[config.mk]
export PLATFORM = sky130hd
export DESIGN_NAME = vtab_engine
export DESIGN_NICKNAME = d
export VERILOG_FILES = /design/src/rtl/vtab_pkg.sv /design/src/rtl/vtab_regs.sv /design/src/rtl/vtab_seq.sv /design/src/rtl/vtab_store.sv /design/src/rtl/vtab_engine.sv
export SDC_FILE = /design/constraint.sdc
export NUM_CORES = 1
export LEC_CHECK = 0
export BUFFER_PORTS_ARGS = -buffer_cell sky130_fd_sc_hd__buf_4
export CORE_ASPECT_RATIO = 0.6
export CORE_MARGIN = 1.5
export CORE_UTILIZATION = 40
export DETAILED_ROUTE_END_ITERATION = 7
export GPL_ROUTABILITY_DRIVEN = 1
export PLACE_DENSITY_LB_ADDON = 0.05
export SLEW_MARGIN = 5
export SYNTH_ARGS = -nofsm -noshare
export SYNTH_HDL_FRONTEND = slang
export SYNTH_SLANG_ARGS = --single-unit
[constraint.sdc]
create_clock -name clk -period 7.6 [get_ports clk]
set_input_delay 1.52 -clock clk [delete_from_list [all_inputs] [get_ports clk]]
set_output_delay 1.52 -clock clk [all_outputs]
set_load 0.01 [all_outputs]
[src/rtl/vtab_pkg.sv]
package vtab_pkg;
  localparam logic [2:0] OP_NOOP  = 3'd0;
  localparam logic [2:0] OP_FLUSH = 3'd1;
  localparam logic [2:0] OP_LOAD  = 3'd2;
  localparam logic [2:0] OP_PURGE = 3'd3;
  localparam logic [2:0] OP_RMPRT = 3'd4;

  localparam int CMD_ACT_BIT  = 3;
  localparam int CMD_FULL_BIT = 4;
  localparam int CMD_PORT_LSB = 8;
  localparam int CMD_VID_LSB  = 16;
  localparam int CMD_PRI_LSB  = 28;
  localparam int CMD_PEN_BIT  = 31;
  localparam int DAT_VAL_BIT  = 11;

  typedef enum logic [1:0] {
    ST_IDLE = 2'd0,
    ST_SCAN = 2'd1,
    ST_FIN  = 2'd2
  } seq_state_t;
endpackage

[src/rtl/vtab_regs.sv]
module vtab_regs
  import vtab_pkg::*;
#(
  parameter int VID_W  = 12,
  parameter int PORTS  = 10,
  parameter int PNUM_W = 4
) (
  input  logic              clk,
  input  logic              rst,
  input  logic              reg_wr,
  input  logic              reg_sel,
  input  logic [31:0]       reg_wdata,
  input  logic              seq_done,
  input  logic              seq_fail,
  output logic              active,
  output logic              start,
  output logic [2:0]        op_q,
  output logic [PNUM_W-1:0] port_q,
  output logic [VID_W-1:0]  vid_q,
  output logic [PORTS-1:0]  mem_q,
  output logic              val_q,
  output logic [31:0]       cmd_rdata,
  output logic [31:0]       data_rdata
);
  logic       full_q;
  logic [2:0] pri_q;
  logic       pen_q;

  always_ff @(posedge clk) begin
    if (rst) begin
      active <= 1'b0;
      start  <= 1'b0;
      full_q <= 1'b0;
      op_q   <= '0;
      port_q <= '0;
      vid_q  <= '0;
      pri_q  <= '0;
      pen_q  <= 1'b0;
      mem_q  <= '0;
      val_q  <= 1'b0;
    end else begin
      start <= 1'b0;
      if (seq_done) begin
        active <= 1'b0;
        if (seq_fail) full_q <= 1'b1;
      end
      if (reg_wr && !active) begin
        if (!reg_sel) begin
          op_q   <= reg_wdata[2:0];
          port_q <= reg_wdata[CMD_PORT_LSB +: PNUM_W];
          vid_q  <= reg_wdata[CMD_VID_LSB +: VID_W];
          pri_q  <= reg_wdata[CMD_PRI_LSB +: 3];
          pen_q  <= reg_wdata[CMD_PEN_BIT];
          if (reg_wdata[CMD_ACT_BIT]) begin
            active <= 1'b1;
            start  <= 1'b1;
            full_q <= 1'b0;
          end
        end else begin
          mem_q <= reg_wdata[PORTS-1:0];
          val_q <= reg_wdata[DAT_VAL_BIT];
        end
      end
    end
  end

  always_comb begin
    cmd_rdata = '0;
    cmd_rdata[2:0] = op_q;
    cmd_rdata[CMD_ACT_BIT] = active;
    cmd_rdata[CMD_FULL_BIT] = full_q;
    cmd_rdata[CMD_PORT_LSB +: PNUM_W] = port_q;
    cmd_rdata[CMD_VID_LSB +: VID_W] = vid_q;
    cmd_rdata[CMD_PRI_LSB +: 3] = pri_q;
    cmd_rdata[CMD_PEN_BIT] = pen_q;
    data_rdata = '0;
    data_rdata[PORTS-1:0] = mem_q;
    data_rdata[DAT_VAL_BIT] = val_q;
  end

  // register writes during a running command leave the fields alone
  a_r10_ignore_busy_writes: assert property (@(posedge clk) disable iff (rst)
    (reg_wr && active) |=> ($stable(op_q) && $stable(vid_q) && $stable(port_q)
                            && $stable(mem_q) && $stable(val_q)));

  // full only rises at the end of a load
  a_r5_full_from_load: assert property (@(posedge clk) disable iff (rst)
    $rose(full_q) |-> (op_q == OP_LOAD));
endmodule

[src/rtl/vtab_seq.sv]
module vtab_seq
  import vtab_pkg::*;
#(
  parameter int DEPTH  = 16,
  parameter int VID_W  = 12,
  parameter int PORTS  = 10,
  parameter int PNUM_W = 4,
  parameter int IDX_W  = $clog2(DEPTH)
) (
  input  logic              clk,
  input  logic              rst,
  input  logic              start,
  input  logic              active,
  input  logic [2:0]        op,
  input  logic [PNUM_W-1:0] port,
  input  logic [VID_W-1:0]  vid,
  input  logic [PORTS-1:0]  dat_mem,
  input  logic              dat_val,
  output logic [IDX_W-1:0]  rd_idx,
  input  logic [VID_W-1:0]  ent_vid,
  input  logic [PORTS-1:0]  ent_mem,
  input  logic              ent_val,
  output logic              wr_en,
  output logic [IDX_W-1:0]  wr_idx,
  output logic [VID_W-1:0]  wr_vid,
  output logic [PORTS-1:0]  wr_mem,
  output logic              wr_val,
  output logic              done,
  output logic              fail
);
  localparam logic [IDX_W-1:0] LAST = IDX_W'(DEPTH - 1);

  seq_state_t       state;
  logic [IDX_W-1:0] idx;
  logic             hit_f, free_f;
  logic [IDX_W-1:0] hit_i, free_i;
  logic             scan_op, vid_eq;
  logic [PORTS-1:0] pmask;

  assign scan_op = (op == OP_FLUSH) || (op == OP_LOAD) ||
                   (op == OP_PURGE) || (op == OP_RMPRT);
  assign vid_eq  = ent_val && (ent_vid == vid);
  assign pmask   = {{(PORTS-1){1'b0}}, 1'b1} << port;
  assign rd_idx  = idx;

  always_ff @(posedge clk) begin
    if (rst) begin
      state  <= ST_IDLE;
      idx    <= '0;
      hit_f  <= 1'b0;
      free_f <= 1'b0;
      hit_i  <= '0;
      free_i <= '0;
    end else begin
      case (state)
        ST_IDLE: if (start) begin
          idx    <= '0;
          hit_f  <= 1'b0;
          free_f <= 1'b0;
          state  <= scan_op ? ST_SCAN : ST_FIN;
        end
        ST_SCAN: begin
          if (vid_eq && !hit_f) begin
            hit_f <= 1'b1;
            hit_i <= idx;
          end
          if (!ent_val && !free_f) begin
            free_f <= 1'b1;
            free_i <= idx;
          end
          idx <= idx + IDX_W'(1);
          if (idx == LAST) state <= ST_FIN;
        end
        default: state <= ST_IDLE;
      endcase
    end
  end

  always_comb begin
    wr_en  = 1'b0;
    wr_idx = idx;
    wr_vid = ent_vid;
    wr_mem = ent_mem;
    wr_val = ent_val;
    if (state == ST_SCAN) begin
      case (op)
        OP_FLUSH: begin
          wr_en  = 1'b1;
          wr_val = 1'b0;
        end
        OP_PURGE: if (vid_eq) begin
          wr_en  = 1'b1;
          wr_val = 1'b0;
        end
        OP_RMPRT: if (ent_val && (pmask != '0)) begin
          wr_en  = 1'b1;
          wr_mem = ent_mem & ~pmask;
        end
        default: ;
      endcase
    end else if (state == ST_FIN && op == OP_LOAD) begin
      wr_vid = vid;
      wr_mem = dat_mem;
      wr_val = dat_val;
      if (hit_f) begin
        wr_en  = 1'b1;
        wr_idx = hit_i;
      end else if (free_f) begin
        wr_en  = 1'b1;
        wr_idx = free_i;
      end
    end
  end

  assign done = (state == ST_FIN);
  assign fail = done && (op == OP_LOAD) && !hit_f && !free_f;

  // the scan visits exactly one entry per cycle
  a_r9_scan_step: assert property (@(posedge clk) disable iff (rst)
    (state == ST_SCAN && idx != LAST) |=> (state == ST_SCAN && idx == $past(idx) + IDX_W'(1)));

  // completion only while the command is flagged active
  a_r9_done_active: assert property (@(posedge clk) disable iff (rst)
    done |-> active);
endmodule

[src/rtl/vtab_store.sv]
module vtab_store #(
  parameter int DEPTH = 16,
  parameter int VID_W = 12,
  parameter int PORTS = 10,
  parameter int IDX_W = $clog2(DEPTH)
) (
  input  logic             clk,
  input  logic             rst,
  input  logic [IDX_W-1:0] rd_idx,
  output logic [VID_W-1:0] rd_vid,
  output logic [PORTS-1:0] rd_mem,
  output logic             rd_val,
  input  logic             wr_en,
  input  logic [IDX_W-1:0] wr_idx,
  input  logic [VID_W-1:0] wr_vid,
  input  logic [PORTS-1:0] wr_mem,
  input  logic             wr_val,
  input  logic [VID_W-1:0] lk_vid,
  output logic             lk_hit,
  output logic [PORTS-1:0] lk_members
);
  logic [VID_W-1:0] e_vid [DEPTH];
  logic [PORTS-1:0] e_mem [DEPTH];
  logic [DEPTH-1:0] e_val;
  logic             hit_c;
  logic [PORTS-1:0] mem_c;

  always_ff @(posedge clk) begin
    if (wr_en) begin
      e_vid[wr_idx] <= wr_vid;
      e_mem[wr_idx] <= wr_mem;
    end
  end

  always_ff @(posedge clk) begin
    if (rst) e_val <= '0;
    else if (wr_en) e_val[wr_idx] <= wr_val;
  end

  assign rd_vid = e_vid[rd_idx];
  assign rd_mem = e_mem[rd_idx];
  assign rd_val = e_val[rd_idx];

  always_comb begin
    hit_c = 1'b0;
    mem_c = '0;
    for (int i = DEPTH - 1; i >= 0; i--) begin
      if (e_val[i] && e_vid[i] == lk_vid) begin
        hit_c = 1'b1;
        mem_c = e_mem[i];
      end
    end
  end

  always_ff @(posedge clk) begin
    if (rst) begin
      lk_hit     <= 1'b0;
      lk_members <= '0;
    end else begin
      lk_hit     <= hit_c;
      lk_members <= mem_c;
    end
  end

  // a hit needs at least one valid entry in the previous cycle
  a_r11_hit_needs_valid: assert property (@(posedge clk) disable iff (rst)
    lk_hit |-> $past(|e_val));
endmodule

[src/rtl/vtab_engine.sv]
module vtab_engine #(
  parameter int DEPTH = 16,
  parameter int VID_W = 12,
  parameter int PORTS = 10
) (
  input  logic             clk,
  input  logic             rst,
  input  logic             reg_wr,
  input  logic             reg_sel,
  input  logic [31:0]      reg_wdata,
  output logic [31:0]      cmd_rdata,
  output logic [31:0]      data_rdata,
  input  logic [VID_W-1:0] lk_vid,
  output logic             lk_hit,
  output logic [PORTS-1:0] lk_members
);
  localparam int IDX_W  = $clog2(DEPTH);
  localparam int PNUM_W = 4;

  logic              active, start, done, fail;
  logic [2:0]        op;
  logic [PNUM_W-1:0] port;
  logic [VID_W-1:0]  vid;
  logic [PORTS-1:0]  dmem;
  logic              dval;
  logic [IDX_W-1:0]  rd_idx, wr_idx;
  logic [VID_W-1:0]  ent_vid, wr_vid;
  logic [PORTS-1:0]  ent_mem, wr_mem;
  logic              ent_val, wr_val, wr_en;

  vtab_regs #(.VID_W(VID_W), .PORTS(PORTS), .PNUM_W(PNUM_W)) regs_i (
    .clk(clk), .rst(rst), .reg_wr(reg_wr), .reg_sel(reg_sel), .reg_wdata(reg_wdata),
    .seq_done(done), .seq_fail(fail), .active(active), .start(start),
    .op_q(op), .port_q(port), .vid_q(vid), .mem_q(dmem), .val_q(dval),
    .cmd_rdata(cmd_rdata), .data_rdata(data_rdata)
  );

  vtab_seq #(.DEPTH(DEPTH), .VID_W(VID_W), .PORTS(PORTS), .PNUM_W(PNUM_W)) seq_i (
    .clk(clk), .rst(rst), .start(start), .active(active), .op(op), .port(port),
    .vid(vid), .dat_mem(dmem), .dat_val(dval), .rd_idx(rd_idx),
    .ent_vid(ent_vid), .ent_mem(ent_mem), .ent_val(ent_val),
    .wr_en(wr_en), .wr_idx(wr_idx), .wr_vid(wr_vid), .wr_mem(wr_mem), .wr_val(wr_val),
    .done(done), .fail(fail)
  );

  vtab_store #(.DEPTH(DEPTH), .VID_W(VID_W), .PORTS(PORTS)) store_i (
    .clk(clk), .rst(rst), .rd_idx(rd_idx), .rd_vid(ent_vid), .rd_mem(ent_mem),
    .rd_val(ent_val), .wr_en(wr_en), .wr_idx(wr_idx), .wr_vid(wr_vid),
    .wr_mem(wr_mem), .wr_val(wr_val), .lk_vid(lk_vid), .lk_hit(lk_hit),
    .lk_members(lk_members)
  );
endmodule

-- After elaboration in Yosys (flattened, before gate mapping)
Memories as Yosys holds them, arrays and structs flattened. A register that Yosys moved wholly into a read port is not among the register bits.
Cells that the tools add are included.
- add/sub/neg operators: 1
- multiply operators: 0
- div/mod/pow operators: 0
- $lt $le $gt $ge: 3
- eq/ne operators: 28
- shift-type cells: 1
- multiplexer cells: 85
- bitwise logic cells: 4
- reductions and logical operators: 44
- operators by type and width (cell ; count):
    12-bit equality test ; 17
    10-bit 2-to-1 mux ; 20
    1-bit 2-to-1 mux ; 42
    4-bit 2-to-1 mux ; 9
    1-bit logical AND ; 25
    12-bit 2-to-1 mux ; 2
    16-bit bitwise mux ; 1
    2-bit AND reduction ; 6
    10-bit AND ; 1
    4-bit by 5-bit < comparator with 1-bit output, second input constant ; 2
    10-bit NOT ; 1
    10-bit nonzero test ; 1
    1-bit by 4-bit << shifter with 10-bit output, first input constant ; 1
    4-bit case mux with 2 select lines ; 1
    3-bit by 2-bit equality test with 1-bit output, second input constant ; 2
    2-bit 2-to-1 mux ; 3
    2-bit by 1-bit != test with 1-bit output, second input constant ; 3
    1-bit case mux with 2 select lines ; 3
    3-bit AND reduction ; 2
    4-bit by 1-bit adder with 4-bit output, second input constant ; 1
    1-bit binary-select mux with 4-bit select ; 1
    1-bit demux with 4-bit select ; 1
    4-bit equality test, second input constant ; 1
    4-bit by 1-bit greater-or-equal comparator with 1-bit output, second input constant ; 1
    13 further kinds ; 19
- bits in registers: 80
- latch bits: 0
- RAM bits: 352
- memory bits (read-only): 0
- output and inout port bits: 75
- memories kept: 2
- memories (memory ; depth ; width ; rd ports ; clocked after memory_dff ; write ports ; RTL line ; RTL):
    store_i.e_vid ; 16 ; 12 ; 17 ; 1 ; 1 ; vtab_store.sv:22 ; logic [VID_W-1:0] e_vid [DEPTH];
    store_i.e_mem ; 16 ; 10 ; 17 ; 1 ; 1 ; vtab_store.sv:23 ; logic [PORTS-1:0] e_mem [DEPTH];

-- Depth between registers and ports, before layout
Gate-level depths: netlist of the first run.
An unclocked memory read counts as a cell.
- depth in word-level cells: 19
- gate-level depth with buffers: 14
- mapped depth without buffers: 9

-- Modules after synthesis
Synthesis of the first run repeated with hierarchy kept, for this count alone.
- cells, all modules: 1559
- area total of the unflattened synthesis: 21962.3 µm²
- by module, submodules not included (module ; instances ; cells an instance ; area an instance (µm²) ; seq. area each (µm²)):
    vtab_store ; 1 ; 1163 ; 18340.1 ; 11110.7
    vtab_regs ; 1 ; 215 ; 2067.0 ; 740.7
    vtab_seq ; 1 ; 181 ; 1555.2 ; 320.3

-- Worst setup path before layout of the first run
OpenSTA, ideal clock, no wires.
- path type: register to register
- from: reg (tool-made name)
- to: mem store_i.e_mem[1][0], enable pin
- library setup time: 398 ps
- arrival: 3909 ps
- slack: 3293 ps
- stages on the path, launching flop included: 15
- cells stage by stage: dfxtp_1 buf_2 buf_2 buf_1 mux2i_1 a22oi_1 nand2_1 xnor2_1 a211oi_1 o21ai_1 or4_1 buf_2 o211a_4 buf_6 nor3_2
- RTL lines (what ; RTL line):
    end: declaration ; vtab_store.sv:23

==> run summary, run 1 <==
NumNets Final: 1,840
# Max-Cap Violations: 0
Status: completed
Synth area leader: edfxtp_1
Post-CTS Hold Buffers: 0
Fin Clk Skew: 0.02065 ns
Reg clk slew, reported paths: 0.06 ns
H-tree levels: 2
Tightest Pin Transition: 1.283 ns
First-pass GRT wire length: 110.6 mm
Peak VDD IR: 0.1458 mV
Most frequent cells in the layout: edfxtp_1 (352), xnor2_1 (164), nand2_1 (160)
Worst setup EP type: flip-flop
RSZ-0062 raised after global routing: no
Synth area leaders: edfxtp_1 (49%), mux4_2 (8.4%), dfxtp_1 (7.7%)
RePlAce Congestion: 0.9340
Highest Signal Layer: met5
Avg Synthesized Cell Area: 12.73 sq um
Via count: 15,240
ANT nets after route: 0
Most common cell after layout, fill and taps aside: edfxtp_1
Die area: 0.05582 sq mm
Initial antenna violation count: 3
CP max FO: 32
Initial Util: 40.95%
Yosys Warn Count: 0
TritonCTS clock tree: built
Pre-CTS WS: 2.244 ns
Max Clk Rate: 182.3 MHz
Die X: 304.0 um
Critical path class: flip-flop to flip-flop
Cell Area, Placed: 0.02338 sq mm
Drt wl/cell: 31.32 um
Tmin final: 5.486 ns
Static Leak: 0.008312 uW
Setup WS post-layout: 2.114 ns
Dpl hpwl: 54.21 mm
Worst setup SP type: flip-flop
Area occupied by multi-input gates: 0.009002 sq mm
Worst-case hold slack: 0.4634 ns
Buffers on Ports: 90
Fill count: 4,747
TritonCTS buffer count: 44
Async SR Flop Fraction: 0%
Syn Inst Count: 1,709
Final hold vios: 0
Yosys top cell area share: 48.60%
Critical Path RT: 7.82 ns
DRC Markers: 0
Clock buffer depth: 3
Flops & latches, synth: 436
Fraction of layout cells with a size suffix above 1: 21.84%
Worst slew margin: 13.71%
Seq/Total Area, Yosys: 56.33%
DRT iter0 DRCs: 2,187
Met2 routed wirelength: 29.67 mm
Sequential cell area: 0.01226 sq mm
Final setup violation count: 0
Mapped Area: 0.02175 sq mm
Most used flip-flop cell after synthesis: edfxtp_1
Worst-Skew Late Latency: 0.57 ns
Pwr per Cell Area: 206.4 mW/mm^2
Die Ht: 183.6 um
Post-DR vias/cell: 6.020
Global Route Usage Sum: 28.23%
Critical path arrival: 5.71 ns
Grt ovf: 0
Setup tns final: 0 ns
Largest net degree at the start of global routing: 83
Post-CTS Setup Bufs: 0
Final worst-path cycle share: 72.18%
Area Growth Syn to Fin: 14.60%
Final slew viol count: 0
Worst hold path type: flip-flop to flip-flop
Post-synth EDFFs: 352
CTS resizes: 0
Vias in the first global route: 14,090
Core area: 0.05311 sq mm
Post-layout instance area: 0.02492 sq mm
I/O pin count: 123
Synth cell types: 61
Routed wire length: 79.31 mm
Routed met3 length: 9.596 mm
Drt first pass iters: 5
Clk root buf: clkbuf_16
Rows: 65
Met1 Wirelength: 39.09 mm
Finished Core Util: 46.93%
Clock Sink Count: 436
## sequential cells by signal, indices dropped and copies added, names as in the netlist, named ones only
name,flops
regs_i.active,1
regs_i.full_q,1
regs_i.mem_q,10
regs_i.op_q,3
regs_i.pen_q,1
regs_i.port_q,4
regs_i.pri_q,3
regs_i.start,1
regs_i.val_q,1
regs_i.vid_q,12
seq_i.free_f,1
seq_i.free_i,4
seq_i.hit_f,1
seq_i.hit_i,4
seq_i.rd_idx,4
seq_i.state,2
store_i.e_mem,160
store_i.e_val,16
store_i.e_vid,192
store_i.lk_hit,1
store_i.lk_members,10
## cells in the mapped netlist, types with 4 or more instances
library cell,count
a211oi_1,11
a21o_1,20
a21oi_1,88
a221o_1,5
a221oi_1,12
a22o_1,5
a22oi_1,8
a31oi_1,4
and2_1,10
and3_1,11
buf_1,17
buf_2,28
buf_4,34
clkbuf_1,63
dfxtp_1,84
edfxtp_1,352
inv_1,18
mux2_2,51
mux2i_1,56
mux4_2,81
nand2_1,160
nand2b_1,19
nand3_1,34
nand3b_1,10
nand4_1,26
nor2_1,66
nor2b_1,29
nor3_1,34
nor3_2,16
nor4_1,28
o211ai_1,14
o21ai_0,52
o22ai_1,6
o31ai_1,8
or2_2,4
or3_1,5
xnor2_1,164
xor2_1,42
## report_power, final
group          switching [uW]  internal (uW)  leakage [uW]  total [uW]
logic                     140           80.0       0.00371         220
registers                19.0           2560       0.00385        2580
clock network             980           1370      0.000755        2350
total                    1140           4000       0.00831        5140
## area by class of cell
class,instances,area share [%]
Sequential cell,436,49.21
Clock inverter,22,0.9790
Timing Repair Buffer,153,4.659
Multi-Input combinational cell,1137,36.12
Inverter,19,0.2862
Clock buffer,60,5.196
Antenna cell,2,0.02008
Tap cell,703,3.529
## worst max-delay path: stages, from the launching register on
cell and delay [ns]:
dfxtp_2 0.78, mux4_2 0.59, nor2b_1 0.18, a211oi_1 0.50, a31oi_1 0.18, xnor2_1 0.21, nand3_1 0.09, or4_1 0.79
o211a_4 0.55, nor3_4 0.71, buf_4 0.48
## cells by family (layout without fill, tap and decap cells)
| group | Yosys count | count (layout) | share of synthesized area (%) |
|---|---|---|---|
| DFF | 436 | 436 | 56.33 |
| adders and majority gates | 1 | 1 | 0.05752 |
| xor gates and xnor gates | 206 | 206 | 8.296 |
| AOI/OAI and AO/OA | 251 | 251 | 7.301 |
| buffers and inverters | 163 | 254 | 3.630 |
| other | 1 | 30 | 0.01724 |
| and+or+nand+nor | 463 | 463 | 10.76 |
| muxes | 188 | 188 | 13.61 |
## per-stage QoR
stage               cells  power (uW)
floorplan            1736        2757
global placement     2448        2844
detailed placement   2448        2844
CTS                  2530        5163
global route         2530        5277
finish               2532        5143
## layer usage
layer	track usage (%)	vias to the layer above
met2	35.42	848
li1	-	6494
met3	8.115	65
met4	3.899	2
met5	0	-
met1	47.05	7833
## path summary, 6_finish.rpt
check                             end  cells past startpoint             from  slack, ns
hold reg to reg       regs_i.pri_q[1]                      2  regs_i.pri_q[1]       0.46
setup / recovery  store_i.e_mem[6][5]                     10        flip-flop       2.11
setup reg to reg  store_i.e_mem[6][5]                     10        flip-flop       2.11
hold / removal        regs_i.pri_q[1]                      2  regs_i.pri_q[1]       0.46
(Power assumes the default switching activity.)
==> inputs of run 2 (changes only) <==
clock period = 5.2 ns   (was 7.6 ns; I/O delays follow)
==> run 2 against run 1 <==
Sequential power is 46% higher. Clock power grew 48%. Via count rose by 0.30%. Maximum frequency grew 16%. Cell count up 0.99%. Clock-buffer cell count shrank 3. Worst setup slack got worse by 1.7 ns. Sequential share of layout area fell by 0.69 points.
==> run summary, run 2 (synthesized netlist as in run 1, its figures left out) <==
Status: completed (unchanged)
Via count: 15,290 (was 15,240)
Die X: 304.0 um (unchanged)
RSZ-0062 raised after global routing: no (unchanged)
Final slew viol count: 0 (unchanged)
Clk root buf: clkbuf_16 (unchanged)
Tmin final: 4.747 ns (was 5.486 ns)
Initial antenna violation count: 1 (was 3)
Peak VDD IR: 0.2172 mV (was 0.1458 mV)
Fraction of layout cells with a size suffix above 1: 22.71% (was 21.84%)
Final worst-path cycle share: 91.29% (was 72.18%)
Drt wl/cell: 31.67 um (was 31.32 um)
Most common cell after layout, fill and taps aside: edfxtp_1 (unchanged)
DRC Markers: 0 (unchanged)
Worst hold path type: flip-flop to flip-flop (unchanged)
Area Growth Syn to Fin: 16.22% (was 14.60%)
Worst slew margin: 15.24% (was 13.71%)
Cells after DPL: 2,475 (was 2,448)
Clock buffer depth: 3 (unchanged)
Max reg flops: 192 (unchanged)
Global Route Usage Sum: 28.85% (was 28.23%)
Critical path class: flip-flop to flip-flop (unchanged)
Worst setup SP type: flip-flop (unchanged)
Rows: 65 (unchanged)
ANT nets after route: 0 (unchanged)
First-pass GRT wire length: 112.6 mm (was 110.6 mm)
Initial Util: 40.95% (unchanged)
Critical Path RT: 5.47 ns (was 7.82 ns)
Top Registers: store_i.e_vid (192), store_i.e_mem (160), store_i.e_val (16) (unchanged)
Setup WS post-layout: 0.4530 ns (was 2.114 ns)
CTS resizes: 0 (unchanged)
DRT iter0 DRCs: 2,026 (was 2,187)
Routed wire length: 80.98 mm (was 79.31 mm)
Pre-CTS WS: 0.5341 ns (was 2.244 ns)
Largest net degree at the start of global routing: 64 (was 83)
Cells along the critical path: buf_4, mux4_2, a211oi_1, a31oi_1, xnor2_1, nand3_1, or4_1, o211a_4, nor3_4, buf_12 (was mux4_2, nor2b_1, a211oi_1, a31oi_1, xnor2_1, nand3_1, or4_1, o211a_4, nor3_4, buf_4)
Antenna Cells: 0 (was 2)
Static Leak: 0.008479 uW (was 0.008312 uW)
Delay-heaviest family, CP: simple AND/OR/NAND/NOR gates (unchanged)
Post-CTS Hold Buffers: 0 (unchanged)
Fin Clk Skew: 0.02082 ns (was 0.02065 ns)
Clock Sink Count: 436 (unchanged)
Area occupied by multi-input gates: 0.008997 sq mm (was 0.009002 sq mm)
Critical path buffer and inverter count: 2 (was 1)
Most frequent cells in the layout: edfxtp_1 (352), buf_4 (166), xnor2_1 (164) (was edfxtp_1 (352), xnor2_1 (164), nand2_1 (160))
Pwr per Cell Area: 299.3 mW/mm^2 (was 206.4 mW/mm^2)
Layout Cells excl Fill: 2,557 (was 2,532)
Worst setup EP type: flip-flop (unchanged)
Crit-path slowest cell: dfxtp_2 (was or4_1)
Final setup violation count: 0 (unchanged)
Drt first pass iters: 5 (unchanged)
Worst-Skew Late Latency: 0.58 ns (was 0.57 ns)
TritonCTS clock tree: built (unchanged)
Grt ovf: 0 (unchanged)
RePlAce Congestion: 0.9326 (was 0.9340)
TritonCTS buffer count: 44 (unchanged)
Final hold vios: 0 (unchanged)
NumNets Final: 1,867 (was 1,840)
Die Ht: 183.6 um (unchanged)
Die area: 0.05582 sq mm (unchanged)
Post-layout instance area: 0.02528 sq mm (was 0.02492 sq mm)
Cell Area, Placed: 0.02374 sq mm (was 0.02338 sq mm)
Largest Register: store_i.e_vid (unchanged)
Vias in the first global route: 14,390 (was 14,090)
CP max FO: 19 (was 32)
I/O pin count: 123 (unchanged)
Dpl hpwl: 56.64 mm (was 54.21 mm)
Worst-case hold slack: 0.4569 ns (was 0.4634 ns)
Setup tns final: 0 ns (unchanged)
Post-DR vias/cell: 5.978 (was 6.020)
Fill count: 4,686 (was 4,747)
# Max-Cap Violations: 0 (unchanged)
Min-delay src: regs_i.pri_q[1] (unchanged)
Sequential cell area: 0.01226 sq mm (unchanged)
H-tree levels: 2 (unchanged)
CP max stage delay: 0.81 ns (was 0.79 ns)
Tightest Pin Transition: 1.267 ns (was 1.283 ns)
Buffers on Ports: 90 (unchanged)
Critical path arrival: 5.01 ns (was 5.71 ns)
Max Clk Rate: 210.7 MHz (was 182.3 MHz)
Reg clk slew, reported paths: 0.06 ns (about the same)
Post-CTS Setup Bufs: 0 (unchanged)
Core area: 0.05311 sq mm (unchanged)
## run 2: cell count changes in the layout (fill, tap and decap cells not counted), moves of 2 or more
cell       change
buf_12        +13
diode_2        -2
clkbuf_1       +4
buf_4         +14
clkbuf_8       -6
bufinv_16      +3
## run 2: worst register-to-register path: stages (launching register included)
cell	delay [ns]
dfxtp_2	0.81
buf_4	0.33
mux4_2	0.52
a211oi_1	0.33
a31oi_1	0.12
xnor2_1	0.38
nand3_1	0.10
or4_1	0.69
o211a_4	0.46
nor3_4	0.39
buf_12	0.27
## run 2: metal layers
metal / vias up / routed length (um) / GRT usage, %
met2: 865 / 30270 / 36.38
met5: - / 0 / 0
li1: 6552 / - / -
met1: 7795 / 38340 / 46.25
met3: 75 / 11400 / 10.81
met4: 0 / 973 / 4.161
## run 2: report_power, final
| part | internal [uW] | switching (uW) |
|---|---|---|
| Combinational | 118 | 205 |
| Clock | 2040 | 1440 |
| Sequential | 3740 | 27.3 |
## run 2: stage by stage
stage	util [%]	total power, uW
global route	47.60	7753
detailed placement	44.70	4156
global placement	44.70	4157
floorplan	-	4029
finish	47.60	7565
CTS	47.60	7593
## run 2: layout make-up
class	count	share of cell area (%)
Clock buffer	57	4.757
Sequential cell	436	48.52
Tap cell	703	3.480
Timing Repair Buffer	180	6.039
Inverter	19	0.2822
Clock inverter	25	1.327
Multi-Input combinational cell	1137	35.60
## run 2: worst paths after layout
check / endpoint / slack [ns] / cells after the start
setup / recovery: store_i.e_mem[9][9] / 0.45 / 10
hold / removal: regs_i.pri_q[1] / 0.46 / 2
setup reg to reg: store_i.e_mem[9][9] / 0.45 / 10
hold reg to reg: regs_i.pri_q[1] / 0.46 / 2
==> inputs of run 3 (changes only) <==
ABC_AREA = 1   (was not set)
RECOVER_POWER = 25   (was not set)
==> run 3 against run 2 <==
The flow now finishes with violations (max-capacitance violations, max-slew violations). Synthesized area is 2.5% higher. Global-route usage is 0.94 points lower. Combinational power is 43% higher. Die area is 2.5% higher. Critical endpoint is now store_i.e_vid[0][8]. Largest power group unchanged. Highest routed layer unchanged.
==> run summary, run 3 <==
Worst slew margin: -96.66% (was 15.24%)
Drt first pass iters: 6 (was 5)
Async SR Flop Fraction: 0% (unchanged)
Fin Clk Skew: 0.03133 ns (was 0.02082 ns)
Synth cell types: 53 (was 61)
Sequential cell area: 0.01226 sq mm (about the same)
Final slew viol count: 158 (was 0)
Core area: 0.05458 sq mm (was 0.05311 sq mm)
Rows: 66 (was 65)
Worst R2R End: store_i.e_vid[0][8] (was store_i.e_mem[9][9])
Cells after DPL: 3,236 (was 2,475)
Worst-Skew Late Latency: 0.60 ns (was 0.58 ns)
Failing checks: max-capacitance violations, max-slew violations
Delay-heaviest family, CP: compound AO/OA/AOI/OAI gates (was simple AND/OR/NAND/NOR gates)
Drt wl/cell: 24.23 um (was 31.67 um)
Final hold vios: 0 (unchanged)
Worst hold path type: flip-flop to flip-flop (unchanged)
Multiplexer share of the synthesized area: 0.5667% (was 13.61%)
Initial Util: 40.85% (was 40.95%)
Area Growth Syn to Fin: 11.70% (was 16.22%)
Worst R2R Path Depth: 5 (was 10)
Critical path arrival: 4.68 ns (was 5.01 ns)
Critical path buffer and inverter count: 2 (unchanged)
CP max FO: 39 (was 19)
Synth top cells by count: nand2_1 (393), edfxtp_1 (352), inv_1 (283) (was edfxtp_1 (352), xnor2_1 (164), nand2_1 (160))
Avg Synthesized Cell Area: 9.010 sq um (was 12.73 sq um)
Clock Sink Count: 436 (unchanged)
Die X: 307.8 um (was 304.0 um)
Largest net degree at the start of global routing: 77 (was 64)
Most used flip-flop cell after synthesis: edfxtp_1 (unchanged)
ANT nets after route: 0 (unchanged)
Pwr per Cell Area: 300.2 mW/mm^2 (was 299.3 mW/mm^2)
Global Route Usage Sum: 27.91% (was 28.85%)
Via count: 18,730 (was 15,290)
CP max stage delay: 2.53 ns (was 0.81 ns)
Flops & latches, synth: 436 (unchanged)
CTS resizes: 0 (unchanged)
Synth Area in Adders: 0.05611% (was 0.05753%)
Max reg flops: 192 (unchanged)
Critical Path Start: regs_i.op_q[1]
Most frequent cells in the layout: nand2_1 (393), edfxtp_1 (352), inv_1 (283) (was edfxtp_1 (352), buf_4 (166), xnor2_1 (164))
Synth area leader: edfxtp_1 (unchanged)
Clk root buf: clkbuf_16 (unchanged)
Crit-path slowest cell: o21ai_0 (was dfxtp_2)
Reg clk slew, reported paths: 0.06 ns (about the same)
Status: finished with violations (was completed)
Cells along the critical path: inv_1, nor3_1, nand2_1, clkbuf_1, o21ai_0 (was buf_4, mux4_2, a211oi_1, a31oi_1, xnor2_1, nand3_1, or4_1, o211a_4, nor3_4, buf_12)
Fill count: 5,347 (was 4,686)
Post-synthesis simple-gate area fraction: 14.49% (was 10.76%)
NumNets Final: 2,583 (was 1,867)
Post-CTS Hold Buffers: 0 (unchanged)
Dpl hpwl: 57.74 mm (was 56.64 mm)
Static Leak: 0.009122 uW (was 0.008479 uW)
TritonCTS buffer count: 44 (unchanged)
Yosys top cell area share: 47.40% (was 48.60%)
Initial antenna violation count: 3 (was 1)
Layout Cells excl Fill: 3,317 (was 2,557)
Seq/Total Area, Yosys: 54.94% (was 56.33%)
Die Ht: 185.9 um (was 183.6 um)
Yosys Warn Count: 0 (unchanged)
Fraction of layout cells with a size suffix above 1: 8.330% (was 22.71%)
DRC Markers: 0 (unchanged)
Most common cell after layout, fill and taps aside: nand2_1 (was edfxtp_1)
Pwr Total: 7477 uW (was 7565 uW)
Post-DR vias/cell: 5.646 (was 5.978)
Crit path depth: 5 (was 10)
Worst-case hold slack: 0.4817 ns (was 0.4569 ns)
Compound-Gate Fraction of Synth Area: 18.29% (was 7.301%)
Clock buffer depth: 3 (unchanged)
Synth Area in XOR/XNOR: 2.592% (was 8.296%)
Critical Path RT: 5.16 ns (was 5.47 ns)
Buffers on Ports: 90 (unchanged)
Worst setup EP type: flip-flop (unchanged)
Antenna Cells: 0 (unchanged)
Largest family of logic cells by synthesized area: compound AO/OA/AOI/OAI gates (was multiplexers)
Peak VDD IR: 0.2177 mV (was 0.2172 mV)
CP endpoint: store_i.e_vid[0][8] (was store_i.e_mem[9][9])
Worst setup SP type: flip-flop (unchanged)
# Max-Cap Violations: 7 (was 0)
Tmin final: 4.719 ns (was 4.747 ns)
Post-synth EDFFs: 352 (unchanged)
R2r setup slk: 0.48 ns (was 0.45 ns)
Critical R2R Launch: regs_i.op_q[1]
Area occupied by multi-input gates: 0.008194 sq mm (was 0.008997 sq mm)
Synth area leaders: edfxtp_1 (47%), dfxtp_1 (7.5%), nand2_1 (6.6%) (was edfxtp_1 (49%), mux4_2 (8.4%), dfxtp_1 (7.7%))
Grt ovf: 0 (unchanged)
RePlAce Congestion: 0.9802 (was 0.9326)
RSZ-0062 raised after global routing: no (unchanged)
Most common cell in the netlist: nand2_1 (was edfxtp_1)
TritonCTS clock tree: built (unchanged)
Critical path class: flip-flop to flip-flop (unchanged)
Final worst-path cycle share: 90.74% (was 91.29%)
Max Clk Rate: 211.9 MHz (was 210.7 MHz)
Tightest Pin Transition: 2.919 ns (was 1.267 ns)
Largest Register: store_i.e_vid (unchanged)
Vias in the first global route: 17,180 (was 14,390)
DRT iter0 DRCs: 2,452 (was 2,026)
Syn Inst Count: 2,475 (was 1,709)
Post-CTS Setup Bufs: 0 (unchanged)
Mapped Area: 0.02230 sq mm (was 0.02175 sq mm)
Die area: 0.05722 sq mm (was 0.05582 sq mm)
Top Registers: store_i.e_vid (192), store_i.e_mem (160), store_i.e_val (16) (unchanged)
Finished Core Util: 45.63% (was 47.60%)
First-pass GRT wire length: 116.4 mm (was 112.6 mm)
I/O pin count: 123 (unchanged)
H-tree levels: 2 (unchanged)
Setup tns final: 0 ns (unchanged)
Final setup violation count: 0 (unchanged)
Routed wire length: 80.36 mm (was 80.98 mm)
run 3: cell count changes in the layout (fill, tap and decap cells not counted), moves of 49 or more:
| cell | change |
|---|---|
| clkbuf_1 | +54 |
| mux4_2 | -81 |
| o21ai_0 | +198 |
| inv_1 | +265 |
| nand3_1 | +102 |
| mux2i_1 | -49 |
| nand2_1 | +233 |
| xnor2_1 | -121 |
| buf_4 | -73 |
| o22ai_1 | +52 |
| nor2_1 | +109 |
| a21oi_1 | +155 |
run 3: stage by stage:
step | cell area, sq um | worst slack (ns)
CTS | 25130 | 0.8898
floorplan | 22400 | 1.903
global route | 24910 | 0.2974
finish | 24910 | 0.4814
global placement | 23730 | 0.9037
detailed placement | 23730 | 0.9623
run 3: area by class of cell:
cell class                      instances  share of cell area [%]
Timing Repair Buffer                  153                   4.114
Clock inverter                         18                  0.5877
Tap cell                              748                   3.757
Clock buffer                           63                   5.013
Inverter                              293                   4.415
Sequential cell                       436                   49.22
Multi-Input combinational cell       1606                   32.90
run 3: logic make-up after synthesis:
logic type,after synthesis
buffers and inverters,460
flip-flops,436
multiplexers,12
AND/OR/NAND/NOR,775
other,1
AO/OA/AOI/OAI,724
XOR/XNOR,66
adder cells (fa/ha/maj),1
run 3: worst register-to-register path, cell delays in order, from the launching register on:
cell	delay, ns
dfxtp_1	0.43
inv_1	0.11
nor3_1	0.15
nand2_1	0.09
clkbuf_1	0.76
o21ai_0	2.55
run 3: worst min-delay path by stage:
stage,from,end,cells after the start
after floorplan,store_i.e_val[0],store_i.e_val[0],2
after global placement,regs_i.mem_q[9],regs_i.mem_q[9],2
after detailed placement,regs_i.mem_q[9],regs_i.mem_q[9],2
after CTS,regs_i.mem_q[9],regs_i.mem_q[9],2
after global routing,store_i.e_val[2],store_i.e_val[2],2
final,regs_i.mem_q[9],regs_i.mem_q[9],2
run 3: report_power, final:
part,switching (uW),internal (uW)
sequential,28.8,3780
clock,1430,1780
combinational,335,125
run 3: layer usage:
layer,global-route usage (%),share of wire (%)
met4,5.300,1.4
met1,45.16,50
met3,7.446,11
met5,0,0
met2,36.11,38
